$ cat config.mk
export PLATFORM = sky130hd
export DESIGN_NAME = seg_xlate
export DESIGN_NICKNAME = d
export VERILOG_FILES = /design/src/rtl/seg_xlate_pkg.sv /design/src/rtl/seg_real_addr.sv /design/src/rtl/seg_limit_chk.sv /design/src/rtl/seg_priv_chk.sv /design/src/rtl/seg_xlate.sv
export SDC_FILE = /design/constraint.sdc
export NUM_CORES = 1
export LEC_CHECK = 0
export BUFFER_PORTS_ARGS = -buffer_cell sky130_fd_sc_hd__buf_2
export CORE_MARGIN = 4
export CORE_UTILIZATION = 40
export CTS_BUF_LIST = sky130_fd_sc_hd__clkbuf_8
export CTS_CLUSTER_SIZE = 8
export DETAILED_ROUTE_END_ITERATION = 7
export PLACE_DENSITY = 0.66
export RECOVER_POWER = 50
export SLEW_MARGIN = 20
export SYNTH_ARGS = -nofsm -noshare
export SYNTH_HDL_FRONTEND = slang
export SYNTH_SLANG_ARGS = --single-unit
$ cat constraint.sdc
create_clock -name clk -period 2.7 [get_ports clk]
set_input_delay 0.27 -clock clk [delete_from_list [all_inputs] [get_ports clk]]
set_output_delay 0.27 -clock clk [all_outputs]
set_load 0.05 [all_outputs]
$ cat src/rtl/seg_xlate_pkg.sv
package seg_xlate_pkg;

    typedef enum logic [1:0] {
        FLT_NONE   = 2'b00,
        FLT_LIMIT  = 2'b01,
        FLT_PRIV   = 2'b10,
        FLT_ABSENT = 2'b11
    } fault_e;

    typedef enum logic [1:0] {
        ST_IDLE  = 2'b00,
        ST_GRANT = 2'b01,
        ST_FAULT = 2'b10
    } xl_state_e;

endpackage

$ cat src/rtl/seg_real_addr.sv
// Shift-and-add address former used in real mode.
module seg_real_addr #(
    parameter int SEG_W   = 16,
    parameter int SHIFT   = 4,
    parameter int OUT_W   = 32
) (
    input  logic [SEG_W-1:0] seg,
    input  logic [SEG_W-1:0] off,
    output logic [OUT_W-1:0] addr
);
    localparam int RA_W = SEG_W + SHIFT;

    logic [RA_W-1:0] base_shifted;
    logic [RA_W-1:0] sum;

    always_comb begin
        base_shifted = {seg, {SHIFT{1'b0}}};
        // carry beyond the real-address width is dropped
        sum  = base_shifted + RA_W'(off);
        addr = OUT_W'(sum);
    end
endmodule

$ cat src/rtl/seg_limit_chk.sv
// Scales the limit by granularity and compares the offset against it.
module seg_limit_chk #(
    parameter int OFF_W      = 32,
    parameter int LIM_W      = 20,
    parameter int GRAN_SHIFT = 12
) (
    input  logic [OFF_W-1:0] off,
    input  logic [LIM_W-1:0] limit,
    input  logic             gran,
    output logic             over
);
    localparam int EXT_W = LIM_W + GRAN_SHIFT;

    logic [EXT_W-1:0] scaled;
    logic [OFF_W-1:0] eff_limit;

    always_comb begin
        scaled    = {limit, {GRAN_SHIFT{1'b1}}};
        eff_limit = gran ? OFF_W'(scaled) : OFF_W'(limit);
        over      = (off > eff_limit);
    end
endmodule

$ cat src/rtl/seg_priv_chk.sv
// Requested level must be numerically no greater than the descriptor level.
module seg_priv_chk #(
    parameter int PL_W = 2
) (
    input  logic [PL_W-1:0] req_pl,
    input  logic [PL_W-1:0] desc_pl,
    output logic            deny
);
    always_comb deny = (req_pl > desc_pl);
endmodule

$ cat src/rtl/seg_xlate.sv
module seg_xlate
    import seg_xlate_pkg::*;
#(
    parameter int SEG_W      = 16,
    parameter int OFF_W      = 32,
    parameter int LIM_W      = 20,
    parameter int GRAN_SHIFT = 12,
    parameter int PL_W       = 2,
    parameter int SEG_SHIFT  = 4
) (
    input  logic             clk,
    input  logic             rst_n,
    input  logic             req,
    input  logic             prot_mode,
    input  logic [SEG_W-1:0] seg_val,
    input  logic [OFF_W-1:0] offset,
    input  logic [OFF_W-1:0] desc_base,
    input  logic [LIM_W-1:0] desc_limit,
    input  logic             desc_gran,
    input  logic [PL_W-1:0]  desc_dpl,
    input  logic             desc_present,
    input  logic [PL_W-1:0]  rpl,
    output logic [OFF_W-1:0] lin_addr,
    output logic             valid,
    output logic [1:0]       fault_code
);
    xl_state_e        state_q, state_d;
    logic [OFF_W-1:0] real_addr, prot_addr, addr_sel;
    logic             lim_over, priv_deny;
    fault_e           fault_d;
    fault_e           fault_q;
    logic [OFF_W-1:0] addr_q;

    seg_real_addr #(.SEG_W(SEG_W), .SHIFT(SEG_SHIFT), .OUT_W(OFF_W)) u_real (
        .seg  (seg_val),
        .off  (offset[SEG_W-1:0]),
        .addr (real_addr)
    );

    seg_limit_chk #(.OFF_W(OFF_W), .LIM_W(LIM_W), .GRAN_SHIFT(GRAN_SHIFT)) u_lim (
        .off   (offset),
        .limit (desc_limit),
        .gran  (desc_gran),
        .over  (lim_over)
    );

    seg_priv_chk #(.PL_W(PL_W)) u_priv (
        .req_pl  (rpl),
        .desc_pl (desc_dpl),
        .deny    (priv_deny)
    );

    // fault priority: absent, privilege, limit
    always_comb begin
        prot_addr = desc_base + offset;
        fault_d   = FLT_NONE;
        if (prot_mode) begin
            if (!desc_present)  fault_d = FLT_ABSENT;
            else if (priv_deny) fault_d = FLT_PRIV;
            else if (lim_over)  fault_d = FLT_LIMIT;
        end
        addr_sel = prot_mode ? prot_addr : real_addr;
    end

    // next-state selection
    always_comb begin
        state_d = ST_IDLE;
        unique case (state_q)
            ST_IDLE, ST_GRANT, ST_FAULT: begin
                if (req) state_d = (fault_d == FLT_NONE) ? ST_GRANT : ST_FAULT;
                else     state_d = ST_IDLE;
            end
            default: state_d = ST_IDLE;
        endcase
    end

    // state register
    always_ff @(posedge clk or negedge rst_n) begin
        if (!rst_n) state_q <= ST_IDLE;
        else        state_q <= state_d;
    end

    // output registers
    always_ff @(posedge clk or negedge rst_n) begin
        if (!rst_n) begin
            addr_q  <= '0;
            fault_q <= FLT_NONE;
        end else begin
            unique case (state_d)
                ST_GRANT: begin
                    addr_q  <= addr_sel;
                    fault_q <= FLT_NONE;
                end
                ST_FAULT: begin
                    addr_q  <= '0;
                    fault_q <= fault_d;
                end
                default: begin
                    fault_q <= FLT_NONE;
                end
            endcase
        end
    end

    assign lin_addr   = addr_q;
    assign valid      = (state_q == ST_GRANT);
    assign fault_code = fault_q;

endmodule

### After elaboration in Yosys (flattened, before gate mapping)

Index checks and enable logic that the tools add are counted.

* bits in registers: 36
* input bits: 110
* logic and storage cells: 26
* output and inout bits: 35

* reductions and logical operators: 4
* order comparisons: 2
* muxes and demuxes: 11
* equality and inequality tests: 4
* $add $sub $neg: 2

Operators by type and width (count)
* $mux 32: 2
* $pmux 32 s2: 1
* $add 32x32->32: 1
* $gt 32x32->1: 1
* $add 20x16->20: 1
* $mux 2: 7
* $eq 2x1->1 const B: 2
* $eq 2x2->1 const B: 2
* $logic_not 2->1: 2
* $reduce_or 3->1: 1
* $gt 2x2->1: 1
* $reduce_bool 2->1: 1
* $mux 1: 1

### Logic depth before layout (Yosys ltp)

Gate-level depths: netlist of the first run.

* depth in word-level cells: 12
* mapped depth: 19
* mapped depth without buffers: 16

### Modules after synthesis

From an unflattened synthesis of the first run, not the netlist that was laid out.

* cell total of the unflattened synthesis: 643
* area total of the unflattened synthesis: 5113.7 sq um

By module, submodules not included
* seg_xlate: area each 3273.1 sq um, instances 1, cells each 399
* seg_real_addr: area each 914.6 sq um, instances 1, cells each 121
* seg_limit_chk: area each 878.3 sq um, instances 1, cells each 117
* seg_priv_chk: area each 47.5 sq um, instances 1, cells each 6

### Worst setup path after synthesis of the first run

OpenSTA, ideal clock, no wires.

* kind: input-to-reg
* start: input port desc_gran
* end: register addr_q[15] (netlist: lin_addr[15])
* path slack: -1.142 ns
* library setup time: 0.076 ns
* data arrival time: 3.766 ns
* stages: 18
* cells stage by stage: clkbuf_1 > buf_1 > mux2i_1 > ha_1 > nand3_1 > or3_1 > or2_2 > o2111a_1 > o22ai_1 > o21ai_1 > nor2_1 > ha_1 > clkbuf_1 > nor2_1 > and2_1 > clkbuf_1 > a22oi_1 > o21ai_1

* cells in the longest elaborated chain, start to end: 12
* elaborated cells between the ends (all ways): 14

Ends and longest elaborated chain
* start, declared: line seg_xlate.sv:19 `input logic desc_gran,`
* $mux 32 *: line seg_limit_chk.sv:19 `eff_limit = gran ? OFF_W'(scaled) : OFF_W'(limit);`
* $gt 32x32->1 *: line seg_limit_chk.sv:20 `over = (off > eff_limit);`
* $mux 1 *: line seg_xlate.sv:60 `else if (lim_over) fault_d = FLT_LIMIT;`
* $mux 2 *: line seg_xlate.sv:59 `else if (priv_deny) fault_d = FLT_PRIV;`
* $mux 2 *: line seg_xlate.sv:58 `if (!desc_present) fault_d = FLT_ABSENT;`
* $mux 2 *: line seg_xlate.sv:57 `if (prot_mode) begin`
* $logic_not 2->1 *: line seg_xlate.sv:70 `if (req) state_d = (fault_d == FLT_NONE) ? ST_GRANT : ST_FAULT;`
* $mux 2 * (2 in series): line seg_xlate.sv:70
* $mux 2 *: line seg_xlate.sv:68 `unique case (state_q)`
* via state_d[1]: line seg_xlate.sv:27 `xl_state_e state_q, state_d;`
* $eq 2x2->1 / $eq 2x1->1 (equally long branches): line seg_xlate.sv:89 `unique case (state_d)`
* $pmux 32 s2 / $reduce_bool 2->1 (equally long branches)
* end signal, assigned: line seg_xlate.sv:91 `addr_q <= addr_sel;`
* end, declared: line seg_xlate.sv:32 `logic [OFF_W-1:0] addr_q;`

The timed path passes the listed nets; every way through them passes the cells marked *.
A chain may end at the register's enable or synchronous reset.

### Worst setup path after layout of the first run

* start: input port desc_gran
* end: register addr_q[11] (netlist: lin_addr[11])

* cells in the longest elaborated chain, start to end: 12
* elaborated cells between the ends (all ways): 14

Ends and longest elaborated chain (line)
* $mux 32 *: seg_limit_chk.sv:19
* $gt 32x32->1 *: seg_limit_chk.sv:20
* $mux 1 *: seg_xlate.sv:60
* $mux 2 *: seg_xlate.sv:59
* $mux 2 *: seg_xlate.sv:58
* $mux 2 *: seg_xlate.sv:57
* $logic_not 2->1 *: seg_xlate.sv:70
* $mux 2 * (2 in series): seg_xlate.sv:70
* $mux 2 *: seg_xlate.sv:68
* $eq 2x2->1 / $eq 2x1->1 (equally long branches): seg_xlate.sv:89
* $pmux 32 s2 / $reduce_bool 2->1 (equally long branches)

Mark *: on every way between the ends. The rest lies on a longest branch, timed or not.

==> metrics.yaml, run 1 <==
outcome: "complete, but fails checks"
violations_in_the_final_reports: "max-capacitance violations, max-slew violations, negative setup slack"
synth_enable_flop_cells: 0
yosys_warnings: 0
worst_clock_skew_ps: 10.1
tightest_slew_ps: 2210
r2r_setup_slack_ps: 990
switching_share: 0.477
post_drt_antenna_nets: 0
hold_path.class: "primary input to flip-flop"
clkSlewWorstSetupHoldPaths_ps: 90
ffs_latches_synth: 36
crit_slowest_cell: "or3_4"
endpoint_kind: "flip-flop"
power.leakage_uw: 0.00346
worst_slew_margin_rel: -0.471
seq_power_share: 0.234
power.clock.fraction: 0.153
post_route_cell_area_sq_um: 6700
hold_ws_ps: 171
critical_path_arrival_ps: 3240
pwr-share-comb: 0.613
cts_made_buffers: 5
cp_data_required_time_ps: 2950
max-cap-violations: 1
timing.final.hold_violations: 0
combined_area_of_all_synthesized_cells_sq_um: 4640
core.rowCount: 39
vias_per_cell: 5.66
first_pass_iters: 5
synthesis.nets: 756
critical-path-top-delay-family: "compound AO/OA/AOI/OAI gates"
areaGrowthSynthToFinish_pct: 44.3
rsz_0062_raised_after_global_routing: "true"
post-dp-hpwl_um: 13400
placedInstanceArea_sq_um: 6100
p_int_uw: 1720
postSynth.topFlopCell: "dfrtp_1"
routabilityCongestion: 0.929
async_flop_share: 1.00
post_synth.cell_area_avg_sq_um: 8.19
grt-ovfl-total: 0
num-fill-cells: 1053
cts_tree: "built"
totalWireLength_um: 16600
crit_path_cell_trace: "buf_12 -> buf_8 -> buf_8 -> buf_4 -> mux2i_1 -> ha_2 -> a21o_1 -> a21o_1 -> a21oi_2 -> o21ai_2 -> o21ba_4 -> o22ai_4 -> o21ai_2 -> nand3_2 -> ha_4 -> or3_4 -> a211oi_2 -> a221o_1"
worstSetupStartpointType: "primary input"
clock_latency_ps: 300
die_height_um: 116
slew_viol_final: 37
fp.dieW_um: 116
cts-root-buf: "clkbuf_8"
route.detailed.drc: 0
die-area_sq_um: 13400
clock_path_buffers: 2
share_of_the_clock_period_used_by_the_worst_path_after_layout: 1.11
detail_route.iter0.violations: 312
timing.critical_path.buf_inv: 4
floorplan.initialDensity: 0.408
ant_cells: 0
power-per-cell-area_nw_per_um2: 490
place.port_buffers: 144
design.core.area_sq_um: 11400
drive_gt1_frac: 0.384
syn_inst: 566
max_stage_delay_ps: 410
critical_path_class: "primary input to flip-flop"
grt_first_pass_wirelength_um: 25600
post-route-worst-setup-slack_ps: -291
fin_util: 0.589
grt_start_max_net_pins: 37
synth_cell_types: 63
vias_in_the_first_global_route: 5321
vias: 5309
wl_per_cell_um: 17.6
finalSetupViolCount: 32
antenna_found_initial: 0
total_power_uw: 3280
synth_seq_area_share: 0.194
critical_path_peak_fanout: 7
grt_use_total: 0.242
final_net_count: 984
htreeDepth: 2
clkSinkCount: 36
ios: 145
max_freq_mhz: 334
fin_crit_ps: 2990
reported_net_switching_power_uw: 1570
peakVddDrop_mv: 0.305
[kinds of logic (layout without fill, tap and decap cells)]
kind of cell    count (synthesis)  after routing  share of synthesized area
compound gates                201            201                      0.289
simple gates                  169            170                      0.171
fa+ha+maj                      80             80                      0.219
xor+xnor                       37             37                     0.0699
flops                          36             36                      0.194
buf+inv                        27            255                     0.0219
mux                            16             16                     0.0345
[cells in the final DEF, fill, tap and decap left out, types with 15 or more instances in the layout]
master / n
a21o_1: 35
a21oi_1: 39
buf_2: 141
buf_4: 82
dfrtp_1: 36
ha_1: 74
mux2i_1: 16
nand2_1: 54
nor2_1: 34
o21ai_0: 18
o21ai_1: 15
o21ai_2: 18
xnor2_1: 19
xor2_1: 18
[cell type report]
class                           count  area (sq um)  share of cell area
Clock buffer                        5          68.8              0.0103
Clock inverter                      3          42.5             0.00635
Inverter                           11          41.3             0.00617
Multi-Input combinational cell    504          3920               0.585
Sequential cell                    36           901               0.135
Tap cell                          143           179              0.0267
Timing Repair Buffer              236          1550               0.231
[sequential cells by signal, indices dropped and copies added, names as in the netlist]
register and flops:
state_q 2, lin_addr 32, fault_code 2
[through the flow]
step	setup TNS (ps)	setup slack, ps	cells
finish	-6150	-291	938
global route	-10460	-428	938
CTS	-4530	-209	932
detailed placement	-23850	-844	915
global placement	-19770	-698	915
floorplan	-12230	-590	566
[metal layers]
metal | track usage | share of wire
met1 | 0.296 | 0.40
met4 | 0.0874 | 0.041
met5 | 0 | 0
met2 | 0.429 | 0.48
met3 | 0.0386 | 0.072
[final timing paths]
path                                                  to  cells after the start                     start
worst min-delay path             fault_code[1]$_DFF_PN0_                      2              desc_present
min in group asynchronous       lin_addr[31]$_DFFE_PN0P_                      1                     rst_n
max in group asynchronous       lin_addr[16]$_DFFE_PN0P_                      1                     rst_n
worst min register to register  lin_addr[21]$_DFFE_PN0P_                      2  lin_addr[21]$_DFFE_PN0P_
worst max register to register  lin_addr[11]$_DFFE_PN0P_                      7      state_q[0]$_DFF_PN0_
worst max-delay path            lin_addr[11]$_DFFE_PN0P_                     18                 desc_gran
[power groups by stage]
stage,registers (uW),logic [uW],clock network [uW]
5_1_grt,781,2170,539
4_1_cts,764,1910,518
2_1_floorplan,1240,771,0
6_report,767,2010,504
3_3_place_gp,770,1800,0
3_5_place_dp,771,1840,0
[repair_timing]
item	in CTS	in global routing
endpoints found under the hold margin	0	0
pin swaps	26	18
resized for setup	48	41
buffers inserted	7	4
endpoints found under the setup margin	34	32
hold buffers	0	0
cloned	2	2
[worst reg2reg max path: stages, from the launching register on]
cell      delay [ps]
dfrtp_1          380
nand2_1          110
nand2_1           90
nor2_2           140
ha_4             250
or3_4            410
a211oi_2         160
a221o_1          130
[Yosys cell counts, types with 5 or more instances]
cell / instances / area share
a211oi_1: 6 / 0.0097
a21o_1: 35 / 0.057
a21oi_1: 41 / 0.044
a22o_1: 6 / 0.011
a22oi_1: 8 / 0.013
a31oi_1: 7 / 0.0094
and3_1: 8 / 0.011
clkbuf_1: 14 / 0.011
dfrtp_1: 36 / 0.19
ha_1: 78 / 0.21
inv_1: 11 / 0.0089
mux2i_1: 16 / 0.035
nand2_1: 60 / 0.049
nand2b_1: 5 / 0.0067
nand3_1: 9 / 0.0097
nand4_1: 7 / 0.0094
nor2_1: 41 / 0.033
nor2b_1: 9 / 0.012
nor3_1: 9 / 0.0097
o21a_1: 11 / 0.018
o21ai_0: 30 / 0.032
o21ai_1: 21 / 0.023
o31ai_1: 5 / 0.0081
or3_1: 6 / 0.0081
xnor2_1: 19 / 0.036
xor2_1: 18 / 0.034
(Power assumes the default switching activity.)
==> run 2, diff against run 1 <==
- ABC_AREA: unset -> 1
- PLACE_DENSITY: 0.66 -> 0.65
==> run 2 against run 1 <==
  * The run ends with max-capacitance violations, max-slew violations left
  * Area after synthesis rose by 7.9%
  * Non-clock buffer count fell by 53
  * Count of clock-buffer cells in the layout rose by 2
  * Core utilization fell by 5.3 points
  * Register-to-register slack got worse by 130 ps
  * Cell area fell by 3.0%
  * Sequential power rose by 0.9%
  * Wire length rose by 7.5%
  * Hold slack improved by 160 ps
  * Critical endpoint is now lin_addr[27]$_DFFE_PN0P_
==> metrics.yaml, run 2 <==
outcome: "complete, but fails checks"  # unchanged
violations_in_the_final_reports: "max-capacitance violations, max-slew violations"  # was max-capacitance violations, max-slew violations, negative setup slack
finalSetupViolCount: 0  # was 32
vias_per_cell: 5.27  # was 5.66
cts_tree: "built"  # unchanged
worstSetupStartpointType: "primary input"  # unchanged
ffs_latches_synth: 36  # unchanged
core.rowCount: 40  # was 39
worst_path_most_repeated_cell: "nand2_1"
first_pass_iters: 5  # unchanged
route.detailed.drc: 0  # unchanged
crit_slowest_cell: "ha_1"  # was or3_4
timing.final.hold_violations: 0  # unchanged
post-route-worst-setup-slack_ps: 1.74  # was -291 ps
postSynth.topFlopCell: "dfrtp_1"  # unchanged
crit_path_cell_trace: "buf_12 -> buf_12 -> mux2i_2 -> ha_1 -> nand2_1 -> nor2_2 -> nand2_2 -> inv_1 -> nand2_1 -> nand2_1 -> nand2_1 -> nand2_1 -> nand2_2 -> nand2_2 -> nand2_4 -> a21oi_4 -> ha_4 -> nor2_4 -> inv_2 -> nor2_4 -> buf_6 -> nand2_2 -> o21ai_1"  # was buf_12 -> buf_8 -> buf_8 -> buf_4 -> mux2i_1 -> ha_2 -> a21o_1 -> a21o_1 -> a21oi_2 -> o21ai_2 -> o21ba_4 -> o22ai_4 -> o21ai_2 -> nand3_2 -> ha_4 -> or3_4 -> a211oi_2 -> a221o_1
endpoint_kind: "flip-flop"  # unchanged
totalWireLength_um: 17800  # was 16600 um
htreeDepth: 2  # unchanged
synthesis.nets: 985  # was 756
drive_gt1_frac: 0.230  # was 0.384
max_freq_mhz: 371  # was 334 MHz
clock_latency_ps: 290  # was 300 ps
cp.depth: 23  # was 18
final_net_count: 1162  # was 984
wl_per_cell_um: 15.6  # was 17.6 um
vias_in_the_first_global_route: 5629  # was 5321
worst_clock_skew_ps: 4.54  # was 10.1 ps
cts_made_buffers: 5  # unchanged
ios: 145  # unchanged
largest_register_ff_count: 32  # unchanged
layoutNonFillerInstCount: 1141  # was 938
synth_area_leaders: "ha_1 (20%), nand2_1 (19%), dfrtp_1 (18%)"  # was ha_1 (21%), dfrtp_1 (19%), a21o_1 (5.7%)
critical-path-top-delay-family: "simple AND/OR/NAND/NOR gates"  # was compound AO/OA/AOI/OAI gates
grt_use_total: 0.241  # was 0.242
post-synth-top-count-cell: "nand2_1"  # was ha_1
fin_util: 0.536  # was 0.589
cts-root-buf: "clkbuf_8"  # unchanged
floorplan.initialDensity: 0.413  # was 0.408
r2r_cells: 10  # was 7
clkSlewWorstSetupHoldPaths_ps: 70  # was 90 ps
ys_top_cells_by_count: "nand2_1 (252), nor2_1 (87), a21oi_1 (82)"  # was ha_1 (78), nand2_1 (60), a21oi_1 (41), nor2_1 (41), dfrtp_1 (36)
clkSinkCount: 36  # unchanged
placedCellCount: 1126  # was 915
areaGrowthSynthToFinish_pct: 29.8  # was 44.3%
slew_viol_final: 37  # unchanged
worstHoldStart: "req"  # was desc_present
post_drt_antenna_nets: 0  # unchanged
synth_seq_area_share: 0.180  # was 0.194
peakVddDrop_mv: 0.275  # was 0.305 mV
hold_ws_ps: 336  # was 171 ps
fp.dieW_um: 120  # was 116 um
synth_enable_flop_cells: 0  # unchanged
max-cap-violations: 1  # unchanged
vias: 6011  # was 5309
fin_crit_ps: 2700  # was 2990 ps
post_route_cell_area_sq_um: 6490  # was 6700 sq um
post-dp-hpwl_um: 15200  # was 13400 um
grt-ovfl-total: 0  # unchanged
design.core.area_sq_um: 12100  # was 11400 sq um
most-common-layout-cells: "nand2_1 (245), buf_2 (135), nor2_1 (80)"  # was buf_2 (141), buf_4 (82), ha_1 (74)
power-per-cell-area_nw_per_um2: 500  # was 490 nW/um^2
antenna_found_initial: 0  # unchanged
rsz_0062_raised_after_global_routing: "true"  # unchanged
synth_top_cell_by_area: "ha_1"  # unchanged
post-place-ws_ps: -425  # was -844 ps
synth_cell_types: 35  # was 63
worst_r2r_endpoint: "lin_addr[27]$_DFFE_PN0P_"  # was lin_addr[11]$_DFFE_PN0P_
power.leakage_uw: 0.00347  # was 0.00346 uW
critical_path_arrival_ps: 2910  # was 3240 ps
grt_first_pass_wirelength_um: 27700  # was 25600 um
die_height_um: 120  # was 116 um
area.sequential_sq_um: 901  # unchanged
detail_route.iter0.violations: 371  # was 312
yosys_warnings: 0  # unchanged
share_of_the_clock_period_used_by_the_worst_path_after_layout: 0.999  # was 1.11
place.port_buffers: 144  # unchanged
cp_data_required_time_ps: 2910  # was 2950 ps
syn_inst: 795  # was 566
grt_start_max_net_pins: 37  # unchanged
combined_area_of_all_synthesized_cells_sq_um: 5000  # was 4640 sq um
die-area_sq_um: 14400  # was 13400 sq um
ctsHoldBuffers: 0  # unchanged
multi_input_area_sq_um: 3940  # was 3920 sq um
timing.critical_path.buf_inv: 5  # was 4
r2r_setup_slack_ps: 860  # was 990 ps
worst_hold_path.num_cells: 3  # was 2
most_common_cell_after_layout_fill_and_taps_aside: "nand2_1"  # was buf_2
yosysTopAreaCellShare: 0.195  # was 0.210
routabilityCongestion: 0.957  # was 0.929
r2r_start: "state_q[1]$_DFF_PN0_"  # was state_q[0]$_DFF_PN0_
max_stage_delay_ps: 310  # was 410 ps
worst_slew_margin_rel: -0.293  # was -0.471
tightest_slew_ps: 1940  # was 2210 ps
post_synth.cell_area_avg_sq_um: 6.29  # was 8.19 sq um
async_flop_share: 1.00  # unchanged
num-fill-cells: 1316  # was 1053
clock_path_buffers: 2  # unchanged
placedInstanceArea_sq_um: 6160  # was 6100 sq um
ant_cells: 0  # unchanged
hold_path.class: "primary input to flip-flop"  # unchanged
critical_path_peak_fanout: 6  # was 7
critical_path_class: "primary input to flip-flop"  # unchanged
worst_hold_path.endpoint: "state_q[0]$_DFF_PN0_"  # was fault_code[1]$_DFF_PN0_
[run 2: logic make-up after synthesis]
logic type	count (synthesis)	share of synthesized area
AND/OR/NAND/NOR	422	0.346
AO/OA/AOI/OAI	161	0.175
adder cells (fa/ha/maj)	80	0.203
buffers and inverters	75	0.0578
flip-flops	36	0.180
XOR/XNOR	13	0.0228
multiplexers	8	0.0160
[run 2: where the power goes]
part	total [uW]	switching (uW)	internal (uW)
clock	522	197	326
combinational	1950	1370	583
sequential	774	82.1	692
total	3240	1640	1600
[run 2: stage by stage]
step / TNS [ps] / total power, uW
finish: 0 / 3240
global route: -2220 / 3460
CTS: 0 / 3210
detailed placement: -10840 / 2660
global placement: -10570 / 2660
floorplan: -1570 / 2100
[run 2: layout make-up]
cell class | count | area share
Clock inverter | 1 | 0.00462
Multi-Input combinational cell | 684 | 0.607
Tap cell | 168 | 0.0324
Timing Repair Buffer | 183 | 0.166
Sequential cell | 36 | 0.139
Clock buffer | 7 | 0.0148
Inverter | 62 | 0.0362
[run 2: worst register-to-register path, delay by kind of cell (launching register included)]
family	cells	cell delay (ps)
fa+ha+maj	1	270
flops	1	390
simple gates	6	760
compound gates	1	120
buf+inv	2	220
[run 2: worst max-delay path by stage]
stage / startpoint / slack, ps / endpoint
2_1_floorplan: desc_gran / -140 / lin_addr[21]$_DFFE_PN0P_
3_3_place_gp: desc_gran / -430 / lin_addr[18]$_DFFE_PN0P_
3_5_place_dp: desc_gran / -430 / lin_addr[27]$_DFFE_PN0P_
4_1_cts: desc_gran / 0.9 / lin_addr[21]$_DFFE_PN0P_
5_1_grt: desc_gran / -160 / lin_addr[31]$_DFFE_PN0P_
6_report: desc_gran / 2 / lin_addr[27]$_DFFE_PN0P_
[run 2: layer usage]
metal,global-route usage,vias up,wire length (um)
met5,0,-,0
met4,0.0608,0,363
met3,0.0259,34,1190
met2,0.389,217,7960
met1,0.343,2722,8280
li1,-,3038,-
[run 2: timing repair]
action	in CTS	in global routing
endpoints found under the setup margin	22	32
pin swaps	4	22
buffers inserted	2	1
gates cloned	1	3
resized for setup	8	37
==> run 3, diff against run 2 <==
- PLACE_DENSITY: 0.65 -> 0.64
- SYNTH_HIERARCHICAL: unset -> 1
==> run 3 against run 2 <==
  * The flow finishes with violations (max-capacitance violations, max-slew violations, negative setup slack)
  * Synthesized cell count grew 32%
  * Combinational power increased by 14%
  * Register-to-register slack improved by 100 ps
  * First-iteration DRC count down 5.1%
  * Clock power down 24%
  * Cell area rose by 15%
  * Clock skew grew 4.4 ps
  * Global-route usage fell by 1.8 points
  * Via count rose by 9.5%
  * Power up 5.4%
  * Largest cell class unchanged
==> metrics.yaml, run 3 <==
power.leakage_uw: 0.00461  # was 0.00347 uW
ios: 145  # unchanged
grt_first_pass_wirelength_um: 30200  # was 27700 um
vias_in_the_first_global_route: 6175  # was 5629
ffs_latches_synth: 36  # unchanged
tightest_slew_ps: 1960  # was 1940 ps
hold_path.class: "primary input to flip-flop"  # unchanged
drive_gt1_frac: 0.203  # was 0.230
crit_slowest_cell: "nor3_4"  # was ha_1
first_pass_iters: 5  # unchanged
synth_top_cell_by_area: "nand2_1"  # was ha_1
fp.dieW_um: 131  # was 120 um
synth_enable_flop_cells: 0  # unchanged
worst_slew_margin_rel: -0.309  # was -0.293
final_net_count: 1414  # was 1162
max-cap-violations: 1  # unchanged
grt-ovfl-total: 0  # unchanged
routabilityCongestion: 0.913  # was 0.957
num-fill-cells: 1607  # was 1316
endpoint_kind: "flip-flop"  # unchanged
yosys_warnings: 6  # was 0
synth_fa_ha_area_frac: 0.169  # was 0.203
crit_path_start: "desc_gran"  # unchanged
peakVddDrop_mv: 0.224  # was 0.275 mV
worst_setup_path_endpoint: "lin_addr[3]$_DFFE_PN0P_"  # was lin_addr[27]$_DFFE_PN0P_
finalSetupViolCount: 31  # was 0
power-per-cell-area_nw_per_um2: 459  # was 500 nW/um^2
outcome: "complete, but fails checks"  # unchanged
post-dp-hpwl_um: 16300  # was 15200 um
post-place-ws_ps: -517  # was -425 ps
violations_in_the_final_reports: "max-capacitance violations, max-slew violations, negative setup slack"  # was max-capacitance violations, max-slew violations
r2r_setup_slack_ps: 960  # was 860 ps
max_freq_mhz: 353  # was 371 MHz
post_synth_xor_area_fraction: 0.0320  # was 0.0228
postSynth.topFlopCell: "dfrtp_1"  # unchanged
fin_crit_ps: 2840  # was 2700 ps
r2r_start: "state_q[0]$_DFF_PN0_"  # was state_q[1]$_DFF_PN0_
synth_simple_gate_area_share: 0.417  # was 0.346
r2r_cells: 9  # was 10
grt_start_max_net_pins: 37  # unchanged
vias: 6580  # was 6011
multi_input_area_sq_um: 4440  # was 3940 sq um
worst_path_most_repeated_cell: "nand2_1"  # unchanged
yosysTopAreaCellShare: 0.250  # was 0.195
worst_r2r_endpoint: "lin_addr[3]$_DFFE_PN0P_"  # was lin_addr[27]$_DFFE_PN0P_
clock_path_buffers: 2  # unchanged
antenna_found_initial: 0  # unchanged
combined_area_of_all_synthesized_cells_sq_um: 6010  # was 5000 sq um
rsz_0062_raised_after_global_routing: "true"  # unchanged
most_common_cell_after_layout_fill_and_taps_aside: "nand2_1"  # unchanged
critical_path_class: "primary input to flip-flop"  # unchanged
clock_latency_ps: 300  # was 290 ps
share_of_the_clock_period_used_by_the_worst_path_after_layout: 1.05  # was 0.999
crit_path_cell_trace: "buf_12 -> buf_4 -> nor2_1 -> ha_1 -> nand4_1 -> nor3_4 -> nand2_1 -> nand2_1 -> nand2_1 -> a21oi_2 -> inv_1 -> o21ai_2 -> nand2_2 -> a21oi_4 -> ha_4 -> nor2_4 -> clkbuf_16 -> o21ai_2 -> o21ai_1"  # was buf_12 -> buf_12 -> mux2i_2 -> ha_1 -> nand2_1 -> nor2_2 -> nand2_2 -> inv_1 -> nand2_1 -> nand2_1 -> nand2_1 -> nand2_1 -> nand2_2 -> nand2_2 -> nand2_4 -> a21oi_4 -> ha_4 -> nor2_4 -> inv_2 -> nor2_4 -> buf_6 -> nand2_2 -> o21ai_1
critical_path_arrival_ps: 3050  # was 2910 ps
totalWireLength_um: 18900  # was 17800 um
post_synth.cell_area_avg_sq_um: 5.71  # was 6.29 sq um
max_stage_delay_ps: 240  # was 310 ps
ant_cells: 0  # unchanged
place.port_buffers: 144  # unchanged
post_drt_antenna_nets: 0  # unchanged
htreeDepth: 2  # unchanged
timing.final.hold_violations: 0  # unchanged
clkSlewWorstSetupHoldPaths_ps: 60  # was 70 ps
vias_per_cell: 4.67  # was 5.27
die_height_um: 131  # was 120 um
post-synth-top-count-cell: "nand2_1"  # unchanged
syn_inst: 1053  # was 795
clkSinkCount: 36  # unchanged
worstSetupStartpointType: "primary input"  # unchanged
detail_route.iter0.violations: 352  # was 371
cts_tree: "built"  # unchanged
synthMuxAreaShare: 0.0133  # was 0.0160
critical_path_peak_fanout: 8  # was 6
wl_per_cell_um: 13.4  # was 15.6 um
area.sequential_sq_um: 901  # unchanged
synth_compound_gate_area_share: 0.0799  # was 0.175
synth_top_family_by_area: "simple AND/OR/NAND/NOR gates"  # unchanged
die-area_sq_um: 17100  # was 14400 sq um
synth_cell_types: 36  # was 35
cts-root-buf: "clkbuf_8"  # unchanged
worst_clock_skew_ps: 8.97  # was 4.54 ps
hold_ws_ps: 364  # was 336 ps
synth_area_leaders: "nand2_1 (25%), ha_1 (16%), dfrtp_1 (15%)"  # was ha_1 (20%), nand2_1 (19%), dfrtp_1 (18%)
design.core.area_sq_um: 14600  # was 12100 sq um
ys_top_cells_by_count: "nand2_1 (400), inv_1 (167), nor2_1 (113)"  # was nand2_1 (252), nor2_1 (87), a21oi_1 (82)
slew_viol_final: 37  # unchanged
largest_register_ff_count: 32  # unchanged
areaGrowthSynthToFinish_pct: 24.0  # was 29.8%
async_flop_share: 1.00  # unchanged
grt_use_total: 0.223  # was 0.241
cp_data_required_time_ps: 2920  # was 2910 ps
cts_made_buffers: 5  # unchanged
synth_seq_area_share: 0.150  # was 0.180
route.detailed.drc: 0  # unchanged
core.rowCount: 44  # was 40
floorplan.initialDensity: 0.411  # was 0.413
post-route-worst-setup-slack_ps: -135  # was 1.74 ps
most-common-layout-cells: "nand2_1 (395), inv_1 (166), buf_2 (141)"  # was nand2_1 (245), buf_2 (135), nor2_1 (80)
run 3: cell types whose count changed in the layout (fill, tap and decap cells not counted), moves of 8 or more:
cell      change
xor2_1       +10
o21ai_1      +16
o211ai_1      -8
conb_1       +12
nand2_1     +150
inv_1       +106
a21oi_1      -39
o21ai_0      -33
nor2_2       +11
nor2_1       +23
run 3: what timing repair did:
action	CTS	global route
pin swaps	2	26
endpoints found under the setup margin	32	34
setup buffers	2	4
hold buffers	0	0
resized for setup	14	39
cloned	0	2
run 3: report_power, final:
part / internal, uW / switching (uW)
clock network: 201 / 197
logic: 689 / 1540
registers: 706 / 90.1
run 3: metal layers:
layer	vias to the layer above	global-route usage	routed length [um]
met5	-	0	0
li1	3576	-	-
met3	18	0.0276	1180
met1	2803	0.323	9160
met2	183	0.353	8280
met4	0	0.0526	326
run 3: how the worst min path moves through the flow:
stage,from,to,cells past startpoint
6_report,desc_base[0],lin_addr[0]$_DFFE_PN0P_,4
5_1_grt,desc_base[0],lin_addr[0]$_DFFE_PN0P_,4
4_1_cts,rst_n,lin_addr[5]$_DFFE_PN0P_,1
3_5_place_dp,rst_n,lin_addr[4]$_DFFE_PN0P_,1
3_3_place_gp,rst_n,lin_addr[4]$_DFFE_PN0P_,1
2_1_floorplan,rst_n,fault_code[0]$_DFF_PN0_,0
run 3: cell type report:
type	count	area share
repair buffers	185	0.153
flip-flops and latches	36	0.121
clock buffers	6	0.0111
well taps	184	0.0309
clock inverters	2	0.00101
multi-input cells	826	0.596
inverters	170	0.0872
run 3: cell families (layout without fill, tap and decap cells):
kind of cell	Yosys count	after routing
other	1	12
muxes	8	8
DFF	36	36
and+or+nand+nor	613	613
xor gates and xnor gates	22	22
adders and majority gates	80	80
buffers and inverters	202	363
AOI/OAI and AO/OA	91	91
run 3: worst max-delay path, delay by kind of cell:
| family | cells | cell delay [ps] |
|---|---|---|
| compound gates | 5 | 760 |
| fa+ha+maj | 2 | 400 |
| buf+inv | 4 | 530 |
| simple gates | 8 | 1090 |
run 3: stage by stage:
stage / std cells / util / TNS, ps / instance area (sq um) / total power, uW
after floorplan: 1064 / - / -3150 / 6110 / 2330
after global placement: 1393 / 0.485 / -14230 / 7110 / 2920
after detailed placement: 1393 / 0.485 / -15970 / 7110 / 2930
after CTS: 1403 / 0.496 / -20.0 / 7260 / 3360
after global routing: 1409 / 0.509 / -8680 / 7460 / 3700
final: 1409 / 0.509 / -3230 / 7460 / 3420
